==> src/rtl/lin_hdr_pkg.sv <==
// Package: shared constants and sequencer states for the LIN header receiver.
// Assumes: bytes are always 8 data bits wide.
package lin_hdr_pkg;
    localparam int unsigned LIN_DATA_BITS = 8;

    typedef enum logic [1:0] {
        HS_WAIT_BRK = 2'd0,  // idle, all data discarded
        HS_IN_BRK   = 2'd1,  // break seen, waiting for recessive delimiter
        HS_SYNC     = 2'd2,  // receiving synch character
        HS_ID       = 2'd3   // receiving identifier character
    } hdr_state_t;
endpackage

==> src/rtl/lin_brk_det.sv <==
// Module: lin_brk_det
// Counts consecutive dominant bit samples and pulses once when the run
// reaches BRK_BITS. Assumes tick marks one sample per nominal bit.
module lin_brk_det #(
    parameter int unsigned BRK_BITS = 11
) (
    input  logic clk,
    input  logic rst_n,
    input  logic tick,
    input  logic rx,
    output logic brk_pulse
);
    localparam int unsigned CW = $clog2(BRK_BITS + 1);

    logic [CW-1:0] run_q;

    // Count dominant samples, saturating at BRK_BITS, cleared by a recessive sample.
    always_ff @(posedge clk) begin
        if (!rst_n) begin
            run_q <= '0;
        end else if (tick) begin
            if (rx)
                run_q <= '0;
            else if (run_q != CW'(BRK_BITS))
                run_q <= run_q + 1'b1;
        end
    end

    // Pulse on the sample that completes the threshold run.
    always_comb brk_pulse = tick && !rx && (run_q == CW'(BRK_BITS - 1));


    brk_single_chk: assert property (@(posedge clk) disable iff (!rst_n)
        brk_pulse |=> !brk_pulse);
endmodule

==> src/rtl/lin_byte_rx.sv <==
// Module: lin_byte_rx
// Bit-level byte capture: start bit 0, DW data bits LSB first, stop bit.
// Assumes one sample per bit on tick; en low aborts any byte in progress.
module lin_byte_rx #(
    parameter int unsigned DW = 8
) (
    input  logic          clk,
    input  logic          rst_n,
    input  logic          tick,
    input  logic          rx,
    input  logic          en,
    output logic          done,
    output logic [DW-1:0] data,
    output logic          stop_ok
);
    localparam int unsigned CW = $clog2(DW + 1);

    logic          active_q;
    logic [CW-1:0] cnt_q;
    logic [DW-1:0] sr_q;

    // Hunt for start bit, shift data bits, then judge the stop bit.
    always_ff @(posedge clk) begin
        if (!rst_n) begin
            active_q <= 1'b0;
            cnt_q    <= '0;
            sr_q     <= '0;
            done     <= 1'b0;
            stop_ok  <= 1'b0;
        end else begin
            done <= 1'b0;
            if (!en) begin
                active_q <= 1'b0;
            end else if (tick) begin
                if (!active_q) begin
                    if (!rx) begin
                        active_q <= 1'b1;
                        cnt_q    <= '0;
                    end
                end else if (cnt_q < CW'(DW)) begin
                    sr_q  <= {rx, sr_q[DW-1:1]};
                    cnt_q <= cnt_q + 1'b1;
                end else begin
                    active_q <= 1'b0;
                    done     <= 1'b1;
                    stop_ok  <= rx;
                end
            end
        end
    end

    // Expose the assembled byte.
    always_comb data = sr_q;


    done_pulse_chk: assert property (@(posedge clk) disable iff (!rst_n)
        done |=> !done);
endmodule

==> src/rtl/lin_id_parity.sv <==
// Module: lin_id_parity
// Combinational check of the two identifier parity bits (bits 6 and 7).
module lin_id_parity (
    input  logic [7:0] id,
    output logic       par_ok
);
    logic p_lo, p_hi;

    // Compute the expected parity bits and compare with the received ones.
    always_comb begin
        p_lo   = id[0] ^ id[1] ^ id[2] ^ id[4];
        p_hi   = ~(id[1] ^ id[3] ^ id[4] ^ id[5]);
        par_ok = (id[6] == p_lo) && (id[7] == p_hi);
    end
endmodule

==> src/rtl/lin_hdr_rx.sv <==
// Module: lin_hdr_rx (top)
// Slave-side header sequencer: break -> synch (must match SYNC_CHAR) ->
// identifier, with sticky status flags. Assumes rx_bit is synchronized and
// bit_tick pulses for one clock at each bit sampling point.
module lin_hdr_rx
    import lin_hdr_pkg::*;
#(
    parameter int unsigned BRK_BITS  = 11,
    parameter logic [7:0]  SYNC_CHAR = 8'h55
) (
    input  logic       clk,
    input  logic       rst_n,
    input  logic       bit_tick,
    input  logic       rx_bit,
    input  logic       clr_status,
    output logic       id_flag,
    output logic [7:0] id_byte,
    output logic       sync_err,
    output logic       par_err,
    output logic       frm_err
);
    hdr_state_t                 state_q;
    logic                       brk_pulse;
    logic                       rx_en;
    logic                       rx_done;
    logic [LIN_DATA_BITS-1:0]   rx_data;
    logic                       rx_stop_ok;
    logic                       par_ok;

    lin_brk_det #(.BRK_BITS(BRK_BITS)) u_brk (
        .clk(clk), .rst_n(rst_n), .tick(bit_tick), .rx(rx_bit),
        .brk_pulse(brk_pulse)
    );

    // Byte capture runs only while a synch or identifier byte is expected.
    always_comb rx_en = (state_q == HS_SYNC) || (state_q == HS_ID);

    lin_byte_rx #(.DW(LIN_DATA_BITS)) u_byte (
        .clk(clk), .rst_n(rst_n), .tick(bit_tick), .rx(rx_bit), .en(rx_en),
        .done(rx_done), .data(rx_data), .stop_ok(rx_stop_ok)
    );

    lin_id_parity u_par (.id(rx_data), .par_ok(par_ok));

    // Header sequencer plus sticky flags; set events override a clear.
    always_ff @(posedge clk) begin
        if (!rst_n) begin
            state_q  <= HS_WAIT_BRK;
            id_flag  <= 1'b0;
            id_byte  <= '0;
            sync_err <= 1'b0;
            par_err  <= 1'b0;
            frm_err  <= 1'b0;
        end else begin
            if (clr_status) begin
                id_flag  <= 1'b0;
                sync_err <= 1'b0;
                par_err  <= 1'b0;
                frm_err  <= 1'b0;
            end
            if (brk_pulse) begin
                state_q <= HS_IN_BRK;
            end else begin
                unique case (state_q)
                    HS_WAIT_BRK: ;
                    HS_IN_BRK: if (bit_tick && rx_bit) state_q <= HS_SYNC;
                    HS_SYNC: if (rx_done) begin
                        if (!rx_stop_ok) begin
                            frm_err <= 1'b1;
                            state_q <= HS_WAIT_BRK;
                        end else if (rx_data != SYNC_CHAR) begin
                            sync_err <= 1'b1;
                            state_q  <= HS_WAIT_BRK;
                        end else begin
                            state_q <= HS_ID;
                        end
                    end
                    HS_ID: if (rx_done) begin
                        state_q <= HS_WAIT_BRK;
                        if (!rx_stop_ok) begin
                            frm_err <= 1'b1;
                        end else begin
                            id_flag <= 1'b1;
                            id_byte <= rx_data;
                            if (!par_ok) par_err <= 1'b1;
                        end
                    end
                    default: state_q <= HS_WAIT_BRK;
                endcase
            end
        end
    end


    brk_enter_chk: assert property (@(posedge clk) disable iff (!rst_n)
        brk_pulse |=> (state_q == HS_IN_BRK));


    id_src_chk: assert property (@(posedge clk) disable iff (!rst_n)
        $rose(id_flag) |-> ($past(state_q) == HS_ID));


    sync_src_chk: assert property (@(posedge clk) disable iff (!rst_n)
        $rose(sync_err) |-> ($past(state_q) == HS_SYNC));


    id_hold_chk: assert property (@(posedge clk) disable iff (!rst_n)
        !((state_q == HS_ID) && rx_done) |=> $stable(id_byte));


    clr_flags_chk: assert property (@(posedge clk) disable iff (!rst_n)
        (clr_status && !rx_done) |=> (!id_flag && !sync_err && !par_err && !frm_err));
endmodule

==> config.mk <==
export PLATFORM = sky130hd
export DESIGN_NAME = lin_hdr_rx
export DESIGN_NICKNAME = d
export VERILOG_FILES = /design/src/rtl/lin_hdr_pkg.sv /design/src/rtl/lin_brk_det.sv /design/src/rtl/lin_byte_rx.sv /design/src/rtl/lin_id_parity.sv /design/src/rtl/lin_hdr_rx.sv
export SDC_FILE = /design/constraint.sdc
export NUM_CORES = 1
export LEC_CHECK = 0
export BUFFER_PORTS_ARGS = -buffer_cell sky130_fd_sc_hd__buf_4
export CELL_PAD_IN_SITES_DETAIL_PLACEMENT = 1
export CELL_PAD_IN_SITES_GLOBAL_PLACEMENT = 2
export CORE_MARGIN = 2
export CORE_UTILIZATION = 37
export CTS_BUF_LIST = sky130_fd_sc_hd__clkbuf_4
export DETAILED_ROUTE_END_ITERATION = 8
export GPL_ROUTABILITY_DRIVEN = 1
export PLACE_DENSITY_LB_ADDON = 0.05
export SYNTH_ARGS = -nofsm -noshare
export SYNTH_HDL_FRONTEND = slang
export SYNTH_SLANG_ARGS = --single-unit
==> constraint.sdc <==
create_clock -name clk -period 1.9 [get_ports clk]
set_input_delay 0.095 -clock clk [delete_from_list [all_inputs] [get_ports clk]]
set_output_delay 0.095 -clock clk [all_outputs]
set_load 0.05 [all_outputs]
==> results of run 1 <==
[critical path: stages (launching register included)]
cell,delay [ns]
dfxtp_1,0.34
inv_1,0.12
ha_1,0.21
nand4b_4,0.13
o2111ai_2,0.18
buf_4,0.23
mux2i_1,0.22
nor2_1,0.05
[synth_stat cells, types with 2 or more instances]
| master | number | area (µm²) |
|---|---|---|
| and3b_1 | 2 | 17.5 |
| o21a_1 | 3 | 22.5 |
| xnor2_1 | 4 | 35.0 |
| a2bb2oi_1 | 3 | 26.3 |
| nand3_2 | 2 | 20.0 |
| nor2b_1 | 4 | 25.0 |
| nand2b_1 | 2 | 12.5 |
| clkbuf_1 | 4 | 15.0 |
| ha_1 | 4 | 50.1 |
| or2_1 | 2 | 12.5 |
| nand2_1 | 23 | 86.3 |
| and2_1 | 2 | 12.5 |
| dfxtp_1 | 33 | 661 |
| inv_1 | 5 | 18.8 |
| xor2_1 | 3 | 26.3 |
| a21oi_1 | 15 | 75.1 |
| mux2i_1 | 11 | 110 |
| nand3_1 | 5 | 25.0 |
| nor2_1 | 20 | 75.1 |
| buf_4 | 2 | 15.0 |
[final timing paths]
check                           slack, ns                           to                        start
worst min-delay path                 0.02  u_brk.run_q[0]$_SDFFE_PN0P_                        rst_n
worst max-delay path                 0.33      id_byte[2]$_SDFFE_PN0P_  u_brk.run_q[0]$_SDFFE_PN0P_
worst min register to register       0.49           id_flag$_SDFF_PN0_           id_flag$_SDFF_PN0_
worst max register to register       0.33      id_byte[2]$_SDFFE_PN0P_  u_brk.run_q[0]$_SDFFE_PN0P_
[cell type report]
| type | count | area (µm²) | area share |
|---|---|---|---|
| Timing Repair Buffer | 19 | 143 | 0.0807 |
| Sequential cell | 33 | 661 | 0.374 |
| Inverter | 5 | 18.8 | 0.0106 |
| Clock inverter | 3 | 22.5 | 0.0127 |
| Multi-Input combinational cell | 126 | 822 | 0.465 |
| Tap cell | 50 | 62.6 | 0.0354 |
| Clock buffer | 5 | 37.5 | 0.0212 |
[sequential cells by signal (all words and copies together), names as in the netlist]
name / flops
u_byte.stop_ok: 1
id_byte: 8
id_flag: 1
u_byte.done: 1
u_byte.data: 8
sync_err: 1
par_err: 1
state_q: 2
u_byte.active_q: 1
u_brk.run_q: 4
frm_err: 1
u_byte.cnt_q: 4
[layout by cell type (no fill, tap or decap), drive strengths merged, types with 2 or more instances in the layout]
cell,count
nand2b,2
mux2i,11
clkbuf,5
and3b,2
a21oi,15
xnor2,4
a2bb2oi,3
ha,4
buf,19
xor2,3
o21a,3
nor2b,4
nand3,7
inv,5
nand4b,2
clkinvlp,3
and2,3
nor2,20
nand2,24
dfxtp,33
or2,2
[report_power, final]
group / switching (W) / total (W) / internal [W]
sequential: 0.00000284 / 0.000697 / 0.000694
clock: 0.000275 / 0.000418 / 0.000143
combinational: 0.0000328 / 0.0000518 / 0.0000190
[stage by stage]
stage / utilization / area [µm²] / hold slack (ns)
3_5_place_dp: 0.427 / 1710 / 0.385
5_1_grt: 0.442 / 1770 / 0.00919
3_3_place_gp: 0.427 / 1710 / 0.391
4_1_cts: 0.442 / 1770 / 0.00566
2_1_floorplan: - / 1550 / 0.276
6_report: 0.442 / 1770 / 0.0196
[kinds of logic (layout without fill, tap and decap cells)]
kind of cell               after synthesis  count (layout)
AOI/OAI and AO/OA                       30              30
DFF                                     33              33
muxes                                   11              11
and+or+nand+nor                         74              74
adders and majority gates                4               4
xor gates and xnor gates                 7               7
buffers and inverters                   13              32
[per-layer routing]
layer | vias up | share of wire
met5 | - | 0
met1 | 591 | 0.48
met2 | 19 | 0.45
met3 | 11 | 0.039
met4 | 0 | 0.028
li1 | 625 | -
==> results.cfg, run 1 <==
[run]
drv_cap = 0

[clock_tree]
clockBufferDepth = 2
clock_sinks = 33
ctsHoldBuffers = 0
clk_pin_slew_ns = 0.11
cts_resized = 0
cts_setup_buffers = 0
cts_max_level = 2
cts_tree = done
root_buffer = clkbuf_4
clk_latency_ns = 0.36
cts_buffers = 5

[logic_synthesis]
synth_compound_area_frac = 0.131
synth_cells = 172
synthesis.nets = 181
syn_area_per_cell_um2 = 9.00
synthFlopType = dfxtp_1
netlist_area_um2 = 1550
synthXorXnorAreaFrac = 0.0396
synth-seq-cells = 33
synth_cell_types = 43
synth_top_family_by_area = simple AND/OR/NAND/NOR gates
synth-edff-count = 0
synthArstFlopShare = 0
muxShareOfSynthArea = 0.0711
yosys_warnings = 0
yosysSeqAreaShare = 0.427
synth-simple-area-share = 0.257
synth_fa_ha_area_frac = 0.0323

[routing]
viasPerCell = 5.17
drt_iter0_drc = 36
drtAntennaViolNets = 0
dr_total_vias = 1246
routed_wl_um = 3390
post-route-drc-count = 0
wire_per_inst_um = 14.0
drt-pass1-iter-count = 4

[outcome]
status = complete, no violations

[timing]
slew_viol_final = 0
hold_viol = 0
post-route-min-period_ns = 1.57
setup_ws_ns = 0.332
fin_crit_sh = 0.825
tns_ns = 0
finalSetupViolCount = 0
tightest_slew_ns = 0.494
relSlewSlack = 0.669
rsz0062_at_grt = false
fin_skew_ns = 0.0118
fmax_mhz = 638

[global_routing]
grt_pass1_vias = 1162
grt-ovfl-total = 0
grt_pass1_wl_um = 5740
gr-usage-met2 = 0.255
grt_use_met3 = 0.0487
grt_usage = 0.168
grt_use_met1 = 0.218
grt-busiest-layer = met2
grt_max_degree = 14
antenna_found_initial = 0

[pwr]
p_leak_nw = 0.764
p_total_w = 0.00117
power_density_nw_per_um2 = 660
ir_worst_vdd_v = 0.000356

[cells_and_area]
fin_nets = 199
drive_above_1_share = 0.173
fill_cells = 477
diodes = 0
fin_cells = 241
synthToLayoutAreaGrowth_pct = 14.1

[setup_path]
critPathKind = flip-flop to flip-flop
cp-end-kind = flip-flop
required_ns = 2.15
r2r_cells = 7
worstSetupStartpointType = flip-flop
cp_max_fo = 10
arrival_ns = 1.82

[placement]
hpwl_um = 2450
post-place-ws_ns = 0.327
dp_cells = 233
gp_congestion = 0.779
io_buffers = 16

[min_path]
holdCritPathClass = input pin to flip-flop
whs_path_depth = 2

[die]
fp.dieH_um = 68.7
rows = 23
core_area_um2 = 4000
die_area_um2 = 4720
initial_core_util = 0.387
chipWidth_um = 68.7
pin_count = 17
(Power assumes the default switching activity.)
==> inputs of run 2 (changes only) <==
==> constraint.sdc (replaced) <==
create_clock -name clk -period 1.5 [get_ports clk]
set_input_delay 0.075 -clock clk [delete_from_list [all_inputs] [get_ports clk]]
set_output_delay 0.075 -clock clk [all_outputs]
set_load 0.05 [all_outputs]
==> run 2 against run 1 <==
Design area grew 7.6%. Largest power group unchanged. Highest routed layer unchanged. Via count up 1.1%. Die area is the same. Critical endpoint is now id_byte[0]$_SDFFE_PN0P_. Setup slack worse by 0.30 ns. Critical path depth did not move. Routed wire length grew 5.1%. Global-route usage rose by 0.068 points. Sequential share of layout area decreased by 2.5 points.
==> results.cfg, run 2 (same netlist as run 1, synthesis figures left out) <==
[outcome]
status = complete, no violations

[routing]
routed_wl_um = 3560
post-route-drc-count = 0
drt-pass1-iter-count = 4
viasPerCell = 5.04
wire_per_inst_um = 14.2
drtAntennaViolNets = 0
dr_total_vias = 1260
drt_iter0_drc = 33

[setup_path]
cp-end-kind = flip-flop
critPathKind = flip-flop to flip-flop
cp_max_fo = 5
worstSetupStartpointType = flip-flop
worstPathCellList = inv_2 -> ha_4 -> nand4b_4 -> o2111ai_4 -> clkbuf_16 -> mux2i_1 -> nor2_1
cpMaxStageDelayCell = dfxtp_2
cp_num_cells = 7
arrival_ns = 1.71
slowest_delay_ns = 0.35
r2r_cells = 7
cpLargestDelayFamily = flip-flops
required_ns = 1.74
path_buf_inv = 2

[global_routing]
grt_max_degree = 14
antenna_found_initial = 0
grt-ovfl-total = 0
grt_pass1_vias = 1290
grt_pass1_wl_um = 5890
grt_usage = 0.169

[clock_tree]
clk_pin_slew_ns = 0.11
cts_buffers = 5
cts_tree = done
root_buffer = clkbuf_4
clk_latency_ns = 0.33
clockBufferDepth = 2
cts_max_level = 2
clock_sinks = 33

[timing]
post-route-min-period_ns = 1.47
fin_skew_ns = 0.0100
hold_viol = 0
tightest_slew_ns = 0.431
slew_viol_final = 0
fmax_mhz = 680
rsz0062_at_grt = true
relSlewSlack = 0.704
tns_ns = 0
fin_crit_sh = 0.980
finalSetupViolCount = 0
hold_slack_ns = 0.0244

[cells_and_area]
diodes = 0
drive_above_1_share = 0.230
final_common_cell = dfxtp_1
final_cell_mix = dfxtp_1, buf_4, nand2_1, nor2_1, a21oi_1
regArea_um2 = 663
fin_nets = 208
synthToLayoutAreaGrowth_pct = 22.8
multi_input_area_um2 = 858
fill_cells = 473

[pwr]
clockPowerShare = 0.337
ir_worst_vdd_v = 0.000433
internal_power_w = 0.00109
p_leak_nw = 0.829
swShare = 0.251
p_switching_w = 0.000365
power_density_nw_per_um2 = 766
pwr-share-seq = 0.607
comb_power_share = 0.056

[die]
core_area_um2 = 4000
pin_count = 17
chipWidth_um = 68.7
initial_core_util = 0.387
rows = 23
die_area_um2 = 4720
fp.dieH_um = 68.7

[placement]
hpwl_um = 2600
io_buffers = 16
gp_congestion = 0.732

[min_path]
holdCritPathClass = input pin to flip-flop
whs_path_depth = 3

[run]
drv_cap = 0
## run 2: layer usage
| layer | wire [µm] | up-vias | track usage |
|---|---|---|---|
| met4 | 41 | 0 | 0.0675 |
| met1 | 1700 | 591 | 0.199 |
| met3 | 113 | 4 | 0.0487 |
| met5 | 0 | - | 0 |
| met2 | 1710 | 15 | 0.287 |
| li1 | - | 650 | - |
## run 2: tightest hold or removal path: stages
cell      delay [ns]
buf_4           0.10
nand2b_1        0.09
a21oi_1         0.06
## run 2: worst paths after layout
check / from / to / slack [ns]
worst max register to register: u_brk.run_q[0]$_SDFFE_PN0P_ / id_byte[0]$_SDFFE_PN0P_ / 0.03
worst max-delay path: u_brk.run_q[0]$_SDFFE_PN0P_ / id_byte[0]$_SDFFE_PN0P_ / 0.03
worst min register to register: id_flag$_SDFF_PN0_ / id_flag$_SDFF_PN0_ / 0.48
worst min-delay path: clr_status / id_flag$_SDFF_PN0_ / 0.02
## run 2: repair_timing
action	in CTS	in global routing
buffers inserted	0	1
resized for setup	0	8
hold buffers	1	0
hold endpoints to repair	2	0
setup endpoints to repair	0	11
## run 2: per-stage QoR
stage | power (W) | area, µm² | utilization | cells | setup WS, ns
detailed placement | 0.000974 | 1760 | 0.441 | 239 | 0.0484
CTS | 0.00148 | 1830 | 0.457 | 248 | 0.0382
global route | 0.00153 | 1900 | 0.475 | 250 | -0.0661
floorplan | 0.000944 | 1550 | - | 172 | 0.0959
finish | 0.00145 | 1900 | 0.475 | 250 | 0.0293
global placement | 0.000972 | 1760 | 0.441 | 239 | 0.0798
## run 2: power by group through the flow
stage / sequential, W / combinational [W] / clock, W
floorplan: 0.000902 / 0.0000423 / 0
global placement: 0.000901 / 0.0000703 / 0
detailed placement: 0.000902 / 0.0000725 / 0
CTS: 0.000882 / 0.0000749 / 0.000522
global route: 0.000884 / 0.0000904 / 0.000554
finish: 0.000884 / 0.0000815 / 0.000490
## run 2: cell type report
class | instances | area share
repair buffers | 28 | 0.128
clock inverters | 3 | 0.00922
clock buffers | 5 | 0.0197
flip-flops and latches | 33 | 0.349
inverters | 5 | 0.00987
multi-input cells | 126 | 0.452
well taps | 50 | 0.0329
==> inputs of run 3 (changes only) <==
--- a/config.mk
+++ b/config.mk
@@ -5,7 +5,7 @@
 export SDC_FILE = /design/constraint.sdc
 export NUM_CORES = 1
 export LEC_CHECK = 0
-export BUFFER_PORTS_ARGS = -buffer_cell sky130_fd_sc_hd__buf_4
+export BUFFER_PORTS_ARGS = -buffer_cell sky130_fd_sc_hd__buf_2
 export CELL_PAD_IN_SITES_DETAIL_PLACEMENT = 1
 export CELL_PAD_IN_SITES_GLOBAL_PLACEMENT = 2
 export CORE_MARGIN = 2
==> run 3 against run 2 <==
Global-route usage is 1.8 points higher. First-iteration DRC count is 130% higher. Setup slack worse by 0.0053 ns. Via count is 2.6% higher. Sequential cell count stayed put. Die area stayed put. Sequential share of layout area is 0.22 points higher. Core utilization is 0.13 points lower. Clock power is 70% higher.
==> results.cfg, run 3 (same netlist as run 1, synthesis figures left out) <==
[outcome]
status = complete, no violations

[setup_path]
arrival_ns = 1.72
rr_startpoint = u_brk.run_q[0]$_SDFFE_PN0P_
crit_start = u_brk.run_q[0]$_SDFFE_PN0P_
reg2reg_slack_ns = 0.02
cp_max_fo = 5
worstSetupStartpointType = flip-flop
r2r_cells = 7
setup.worst_path.end = id_byte[0]$_SDFFE_PN0P_
required_ns = 1.75
r2r_end = id_byte[0]$_SDFFE_PN0P_
cp-end-kind = flip-flop
critPathKind = flip-flop to flip-flop

[clock_tree]
root_buffer = clkbuf_4
clock_sinks = 33
clk_latency_ns = 0.34
clockBufferDepth = 2
clk_pin_slew_ns = 0.11
cts_tree = done
cts_max_level = 2
cts_buffers = 5

[placement]
gp_congestion = 0.747
dp_cells = 239
hpwl_um = 2640
io_buffers = 16
dpl_cell_area_um2 = 1720

[global_routing]
grt_usage = 0.188
grt_pass1_vias = 1342
grt-ovfl-total = 0
antenna_found_initial = 0
grt_max_degree = 15
grt_pass1_wl_um = 6350

[pwr]
p_leak_nw = 0.844
swShare = 0.204
clockPowerShare = 0.464
pwr-share-seq = 0.493
ir_worst_vdd_v = 0.000500
p_switching_w = 0.000366
internal_power_w = 0.00143
p_total_w = 0.00179
comb_power_share = 0.043
power_density_nw_per_um2 = 945

[die]
die_area_um2 = 4720
rows = 23
pin_count = 17
core_area_um2 = 4000
initial_core_util = 0.387
chipWidth_um = 68.7
fp.dieH_um = 68.7

[cells_and_area]
final_cell_mix = dfxtp_1, nand2_1, nor2_1, buf_2, a21oi_1
diodes = 0
fin_cells = 251
multi_input_area_um2 = 861
regArea_um2 = 666
fin_nets = 209
final_area_um2 = 1900
synthToLayoutAreaGrowth_pct = 22.5
drive_above_1_share = 0.254
fill_cells = 484
final_common_cell = dfxtp_1

[timing]
tightest_slew_ns = 0.396
fin_crit_sh = 0.984
rsz0062_at_grt = true
fmax_mhz = 678
hold_viol = 0
fin_skew_ns = 0.0165
slew_viol_final = 0
relSlewSlack = 0.728
finalSetupViolCount = 0
post-route-min-period_ns = 1.48

[routing]
viasPerCell = 5.15
drt-pass1-iter-count = 2
drt_iter0_drc = 75
routed_wl_um = 3790
dr_total_vias = 1293
drtAntennaViolNets = 0
wire_per_inst_um = 15.1
post-route-drc-count = 0

[run]
drv_cap = 0

[min_path]
holdCritPathClass = input pin to flip-flop
==> run 3: stage by stage <==
step                setup TNS, ns   util  setup WS, ns  hold slack (ns)
floorplan                       0      -        0.0959            0.256
detailed placement              0  0.431        0.0193            0.397
global placement                0  0.431        0.0888            0.396
CTS                             0  0.478      0.000949           0.0109
finish                          0  0.474        0.0240           0.0272
global route               -0.143  0.474       -0.0551           0.0155
==> run 3: layer usage <==
| metal | up-vias | wire, µm | global-route usage |
|---|---|---|---|
| met5 | - | 0 | 0 |
| met4 | 0 | 82 | 0.0850 |
| met3 | 9 | 104 | 0.0519 |
| met2 | 17 | 1860 | 0.309 |
| met1 | 627 | 1750 | 0.226 |
| li1 | 640 | - | - |
==> run 3: final cells by class <==
class                   instances  area share
inverters                       5     0.00990
repair buffers                 29      0.0977
multi-input cells             126       0.454
flip-flops and latches         33       0.351
clock inverters                 3      0.0343
clock buffers                   5      0.0198
well taps                      50      0.0330
==> run 3: worst min-delay path by stage <==
stage          startpoint                           to  slack, ns  cells past startpoint
3_5_place_dp   clr_status           id_flag$_SDFF_PN0_       0.40                      3
3_3_place_gp   clr_status           frm_err$_SDFF_PN0_       0.40                      4
6_report            rst_n  u_brk.run_q[0]$_SDFFE_PN0P_       0.03                      2
2_1_floorplan  clr_status           frm_err$_SDFF_PN0_       0.26                      3
4_1_cts        clr_status           id_flag$_SDFF_PN0_       0.01                      3
5_1_grt             rst_n  u_brk.run_q[0]$_SDFFE_PN0P_       0.02                      2
==> run 3: critical path: stages, from the launching register on <==
cell and delay [ns]:
dfxtp_2 0.34, inv_2 0.08, ha_4 0.14, nand4b_4 0.11, o2111ai_4 0.23, buf_6 0.17
mux2i_1 0.25, nor2_1 0.06
==> run 3: repair_timing <==
item                       in CTS  in global routing
buffers inserted                3                  2
pin swaps                       2                  8
gates resized for setup         9                  4
gates cloned                    1                  0
setup endpoints to repair       2                 10
hold buffers                    0                  0
==> run 3: power groups by stage <==
stage	clock network [W]	logic [W]	registers, W
2_1_floorplan	0	0.0000423	0.000902
3_3_place_gp	0	0.0000667	0.000901
4_1_cts	0.000860	0.0000755	0.000883
3_5_place_dp	0	0.0000690	0.000902
5_1_grt	0.000895	0.0000872	0.000884
6_report	0.000831	0.0000777	0.000883
